--- config.mk ---
export PLATFORM = sky130hd
export DESIGN_NAME = fft_bank_addr_gen
export DESIGN_NICKNAME = d
export VERILOG_FILES = /design/src/rtl/fft_bank_pkg.sv /design/src/rtl/fab_seq_ctrl.sv /design/src/rtl/fab_wr_map.sv /design/src/rtl/fab_rd_map.sv /design/src/rtl/fft_bank_addr_gen.sv
export SDC_FILE = /design/constraint.sdc
export NUM_CORES = 1
export LEC_CHECK = 0
export ABC_AREA = 1
export BUFFER_PORTS_ARGS = -buffer_cell sky130_fd_sc_hd__buf_2
export CAP_MARGIN = 10
export CORE_MARGIN = 2
export CORE_UTILIZATION = 54
export CTS_CLUSTER_SIZE = 10
export DETAILED_ROUTE_END_ITERATION = 8
export HOLD_SLACK_MARGIN = 0.15
export PLACE_DENSITY = 0.86
export SLEW_MARGIN = 20
export SYNTH_ARGS = -nofsm -noshare
export SYNTH_HDL_FRONTEND = slang
export SYNTH_SLANG_ARGS = --single-unit
--- constraint.sdc ---
create_clock -name clk -period 3.7 [get_ports clk]
set_input_delay 0.185 -clock clk [delete_from_list [all_inputs] [get_ports clk]]
set_output_delay 0.185 -clock clk [all_outputs]
set_load 0.005 [all_outputs]
--- src/rtl/fft_bank_pkg.sv ---
// Shared definitions for the four-bank FFT address generator.
package fft_bank_pkg;
    typedef enum logic {
        RUN_WRITE = 1'b0,
        RUN_READ  = 1'b1
    } run_mode_e;
endpackage

--- src/rtl/fab_seq_ctrl.sv ---
// Run sequencer: latches the run mode and length on an accepted start and
// steps a per-stage cycle counter and a stage counter until the run ends.
// Assumes MIN_LOG4 >= 3 so a read stage always has an even number of cycles.
module fab_seq_ctrl
    import fft_bank_pkg::*;
#(
    parameter int MIN_LOG4 = 3,
    parameter int MAX_LOG4 = 5,
    localparam int CNT_W   = 2 * MAX_LOG4 - 4,
    localparam int STG_W   = $clog2(MAX_LOG4 + 1)
) (
    input  logic             clk,
    input  logic             rst_n,
    input  logic             start,
    input  logic             mode_in,
    input  logic [2:0]       len_log4,
    output logic             busy,
    output run_mode_e        mode_q,
    output logic [CNT_W-1:0] cnt,
    output logic [CNT_W-2:0] blocks_lo,
    output logic [STG_W-1:0] stage,
    output logic             last_step,
    output logic             last_stage
);
    logic [2:0]     log_q;
    logic [3:0]     shift;
    logic [CNT_W:0] steps;
    logic           len_ok;

    // Cycles per stage: N/16 for writes, N/32 for reads.
    always_comb begin
        shift      = {log_q, 1'b0} - ((mode_q == RUN_READ) ? 4'd5 : 4'd4);
        steps      = (CNT_W + 1)'(1) << shift;
        blocks_lo  = steps[CNT_W-2:0];
        last_step  = ({1'b0, cnt} == steps - (CNT_W + 1)'(1));
        last_stage = (STG_W'(log_q) == stage + STG_W'(1));
        len_ok     = (len_log4 >= 3'(MIN_LOG4)) && (len_log4 <= 3'(MAX_LOG4));
    end

    // Run state: accept start while idle, then count cycles and stages.
    always_ff @(posedge clk) begin
        if (!rst_n) begin
            busy   <= 1'b0;
            mode_q <= RUN_WRITE;
            log_q  <= 3'(MIN_LOG4);
            cnt    <= '0;
            stage  <= '0;
        end else if (!busy) begin
            if (start && len_ok) begin
                busy   <= 1'b1;
                mode_q <= run_mode_e'(mode_in);
                log_q  <= len_log4;
                cnt    <= '0;
                stage  <= '0;
            end
        end else if (last_step) begin
            cnt <= '0;
            if (mode_q == RUN_READ && !last_stage) begin
                stage <= stage + STG_W'(1);
            end else begin
                stage <= '0;
                busy  <= 1'b0;
            end
        end else begin
            cnt <= cnt + CNT_W'(1);
        end
    end
endmodule

--- src/rtl/fab_wr_map.sv ---
// Write mapping: segment s of 16 points goes to bank s mod 4 at in-bank
// address (s div 4)*16. Pure combinational; assumes 16-point segments.
module fab_wr_map #(
    parameter int MAX_LOG4 = 5,
    localparam int IDX_W   = 2 * MAX_LOG4,
    localparam int CNT_W   = IDX_W - 4,
    localparam int ADDR_W  = IDX_W - 2
) (
    input  logic [CNT_W-1:0]  seg,
    output logic [1:0]        bank,
    output logic [ADDR_W-1:0] base,
    output logic [IDX_W-1:0]  index
);
    // Segment number to bank, in-bank base and first point index.
    always_comb begin
        bank  = seg[1:0];
        base  = {seg[CNT_W-1:2], 4'b0000};
        index = {seg, 4'b0000};
    end
endmodule

--- src/rtl/fab_rd_map.sv ---
// Read mapping: cycle c of a stage reads block c (even c) or blocks-c (odd c);
// a block is two segments sharing one in-bank address in a bank pair.
// Assumes the block count per stage is even; blocks_lo holds it modulo the
// counter width, which gives the right subtraction result.
module fab_rd_map #(
    parameter int MAX_LOG4 = 5,
    localparam int IDX_W   = 2 * MAX_LOG4,
    localparam int BLK_W   = IDX_W - 5,
    localparam int ADDR_W  = IDX_W - 2
) (
    input  logic [BLK_W-1:0]  cyc,
    input  logic [BLK_W-1:0]  blocks_lo,
    output logic              pair,
    output logic [ADDR_W-1:0] base,
    output logic [IDX_W-1:0]  index
);
    logic [BLK_W-1:0] blk;

    // Low block climbs on even cycles, high block descends on odd cycles.
    always_comb begin
        blk   = cyc[0] ? (blocks_lo - cyc) : cyc;
        pair  = blk[0];
        base  = {blk[BLK_W-1:1], 4'b0000};
        index = {blk, 5'b00000};
    end
endmodule

--- src/rtl/fft_bank_addr_gen.sv ---
// Top of the four-bank FFT address generator. Sequences a write run
// (one 16-point segment per cycle) or a multi-stage read run (32 points per
// cycle from alternating bank pairs) for a line of 4^len_log4 points.
module fft_bank_addr_gen
    import fft_bank_pkg::*;
#(
    parameter int MIN_LOG4 = 3,
    parameter int MAX_LOG4 = 5,
    localparam int IDX_W   = 2 * MAX_LOG4,
    localparam int CNT_W   = IDX_W - 4,
    localparam int ADDR_W  = IDX_W - 2,
    localparam int STG_W   = $clog2(MAX_LOG4 + 1)
) (
    input  logic              clk,
    input  logic              rst_n,
    input  logic              start,
    input  logic              mode,
    input  logic [2:0]        len_log4,
    output logic              busy,
    output logic              wr_valid,
    output logic [1:0]        wr_bank,
    output logic [ADDR_W-1:0] wr_base,
    output logic [IDX_W-1:0]  wr_index,
    output logic              rd_valid,
    output logic              rd_pair,
    output logic [ADDR_W-1:0] rd_base,
    output logic [IDX_W-1:0]  rd_index,
    output logic [STG_W-1:0]  stage,
    output logic              stage_done,
    output logic              run_done
);
    run_mode_e        mode_q;
    logic [CNT_W-1:0] cnt;
    logic [CNT_W-2:0] blocks_lo;
    logic             last_step;
    logic             last_stage;

    fab_seq_ctrl #(.MIN_LOG4(MIN_LOG4), .MAX_LOG4(MAX_LOG4)) u_ctrl (
        .clk(clk), .rst_n(rst_n), .start(start), .mode_in(mode),
        .len_log4(len_log4), .busy(busy), .mode_q(mode_q), .cnt(cnt),
        .blocks_lo(blocks_lo), .stage(stage), .last_step(last_step),
        .last_stage(last_stage)
    );

    fab_wr_map #(.MAX_LOG4(MAX_LOG4)) u_wr (
        .seg(cnt), .bank(wr_bank), .base(wr_base), .index(wr_index)
    );

    fab_rd_map #(.MAX_LOG4(MAX_LOG4)) u_rd (
        .cyc(cnt[CNT_W-2:0]), .blocks_lo(blocks_lo), .pair(rd_pair),
        .base(rd_base), .index(rd_index)
    );

    // Qualify the mapped addresses and derive the end-of-stage/run flags.
    always_comb begin
        wr_valid   = busy && (mode_q == RUN_WRITE);
        rd_valid   = busy && (mode_q == RUN_READ);
        stage_done = rd_valid && last_step;
        run_done   = busy && last_step && ((mode_q == RUN_WRITE) || last_stage);
    end
endmodule

==> impl_metrics.py <==
metrics = {
    "die": {
        "die_height_um": 56.82,
        "start_util_pct": 55.59,
        "fp.dieArea_um2": 3228,
        "die_w_um": 56.82,
        "core_area_um2": 2710,
        "num_rows": 19,
        "io_pins": 54,
    },
    "global_routing": {
        "antenna_found_initial": 0,
        "overflow": 0,
        "grt_pass1_vias": 1241,
        "grt_usage_pct": 20.73,
        "grt_max_degree": 14,
        "grt_pass1_wl_mm": 5.354,
    },
    "route": {
        "num_vias": 1510,
        "wl_mm": 3.338,
        "drtIter0Drc": 42,
        "drt-pass1-iter-count": 4,
        "drcViolationCount": 0,
        "wire_per_inst_um": 11.13,
        "vias_per_cell": 5.033,
        "ant_nets": 0,
    },
    "clock_tree": {
        "cts.sinks": 14,
        "postCtsSetupBuffers": 0,
        "cts_tree": "done",
        "cts.clk_slew.worst_paths_ps": 80,
        "cts.htree.levels": 1,
        "clock_path_buffers": 2,
        "cts_buffers": 3,
        "cts-root-buf": "clkbuf_4",
        "clk_latency_ps": 280,
    },
    "pwr": {
        "p_per_area_nw_per_um2": 263.1,
        "peakVddDrop_mv": 0.2299,
        "total_power_uw": 418.7,
        "p_leak_uw": 0.0009001,
    },
    "worst_setup_path": {
        "cpPeakStageDelay_ps": 430,
        "worstPathCellList": "inv_2 > nand2_4 > inv_1 > ha_1 > inv_1 > nand3_1 > nor2_1 > inv_1 > ha_1 > inv_1 > nand3_1 > nand3_1 > nand2_1 > inv_1 > nand3_1 > nor2_4 > nand3b_1 > inv_1 > buf_2",
        "cp.arrival_ps": 3110,
        "start_kind": "flop",
        "critPathRequiredTime_ps": 3510,
        "cp_max_fo": 6,
        "slowest_stage": "dfxtp_1",
        "worst_setup_path_end_kind": "output port",
        "rr_worst_depth": 19,
        "cp_common_cell": "inv_1",
        "path_class": "reg2out",
    },
    "sta": {
        "period_share_pct": 89.14,
        "fmax_mhz": 303.2,
        "fin_skew_ps": 5.758,
        "finalMaxSlewViolations": 0,
        "rsz0062_at_grt": "no",
        "final_hold_viol_count": 0,
        "tns_ps": 0,
        "layout_min_cycle_time_ps": 3298,
        "setup_viol": 0,
    },
    "run_status": {
        "outcome": "completed",
    },
    "placement": {
        "port_buffers": 36,
        "place_congestion": 0.9252,
        "dp_hpwl_mm": 2.686,
        "place_area_um2": 1559,
    },
    "synth": {
        "synth_top_area_share_pct": 18.60,
        "synth-edff-count": 0,
        "synth_seq_area_share_pct": 18.60,
        "yosysWarningCount": 0,
        "synth_largest_area_cell": "dfxtp_1",
        "synthArstFlopShare_pct": 0,
        "synth_cell_types": 27,
        "synthFlopType": "dfxtp_1",
        "synthMostInstantiatedCell": "nand2_1",
        "syn_avg_cell_area_um2": 6.199,
        "ys_ff_latch": 14,
        "netlist_area_um2": 1506,
        "synthTopCellsByArea": "dfxtp_1 (19%), nand2_1 (14%), buf_4 (14%)",
        "syn-instance-count": 243,
        "synthTopCellsByCount": "nand2_1 (58), buf_4 (28), inv_1 (27)",
    },
    "layout": {
        "drive_gt1_share_pct": 18.59,
        "fin_area_um2": 1592,
        "fin_nets": 286,
        "syn2layout_area_growth_pct": 5.648,
        "antenna_cells": 0,
    },
    "worst_hold_path": {
        "hold_class": "in2reg",
        "hold_path_depth": 3,
    },
    "flow_run": {
        "drv_cap": 0,
    },
}
## final timing paths
check | startpoint | end | slack [ps]
max | u_ctrl.log_q[0] | run_done | 400
min reg2reg | u_ctrl.stage[2] | u_ctrl.stage[2] | 520
max reg2reg | u_ctrl.log_q[0] | u_ctrl.busy | 840
min | len_log4[0] | u_ctrl.log_q[0] | 160
## report_power, final
group / switching [uW] / internal [uW]
registers: 10.6 / 156
logic: 106 / 59.7
clock network: 48.2 / 37.8
total: 165 / 253
## per-stage QoR
stage / std cells / setup WS [ps] / utilization [%] / hold slack [ps]
after floorplan: 259 / 961.7 / - / 283.6
after global placement: 296 / 891.0 / 57.53 / 445.6
after detailed placement: 296 / 797.2 / 57.53 / 446.9
after CTS: 299 / 482.4 / 58.36 / 155.0
after global routing: 300 / 129.3 / 58.73 / 160.6
final: 300 / 401.7 / 58.73 / 159.6
## kinds of logic (layout without fill, tap and decap cells)
| family | count (synthesis) | count (layout) | share of synthesized area [%] |
|---|---|---|---|
| flops | 14 | 14 | 18.60 |
| compound gates | 35 | 35 | 12.04 |
| simple gates | 119 | 119 | 35.96 |
| fa+ha+maj | 8 | 8 | 7.143 |
| xor+xnor | 6 | 6 | 3.488 |
| buf+inv | 60 | 70 | 22.51 |
| other cells | 1 | 17 | 0.2489 |
## worst max-delay path: cells and delay by family, from the launching register on
family                   cells  cell delay, ps
adder cells (fa/ha/maj)      2             560
buffers and inverters        8             740
flip-flops                   1             430
AND/OR/NAND/NOR              9            1100
## layout make-up
class	count	area, um^2
sequential	14	280.3
tap	31	38.79
fill	289	1119
timing repair buffer	37	190.2
clock buffer	3	22.52
multi-input combinational	185	947.2
inverter	30	112.6
## layout by cell type (no fill, tap or decap), drive strengths merged, types with 7 or more instances in the layout
master and instances:
conb 17, ha 7, buf 36, nand2 63, inv 29, nor2 19, dfxtp 14, o21ai 15
nand3 29, a21oi 18
## flip-flops by register name, indices dropped and copies added (netlist names)
register	cells
u_ctrl.busy	1
u_ctrl.mode_q	1
u_ctrl.log_q	3
u_ctrl.stage	3
u_ctrl.cnt	6
## per-layer routing
metal | up-vias | track usage, % | wire length, um
met5 | - | 0 | 0
met4 | 0 | 6.312 | 39
met3 | 6 | 3.687 | 164
met2 | 49 | 33.06 | 1526
met1 | 654 | 28.45 | 1607
li1 | 801 | - | -
## repair_timing
| action | CTS | global route |
|---|---|---|
| endpoints found under the hold margin | 0 | 1 |
| hold buffers | 0 | 1 |
| setup endpoints to repair | 0 | 0 |
| gates resized for setup | 0 | 0 |
Note: power is estimated with default switching activity, not from simulation.
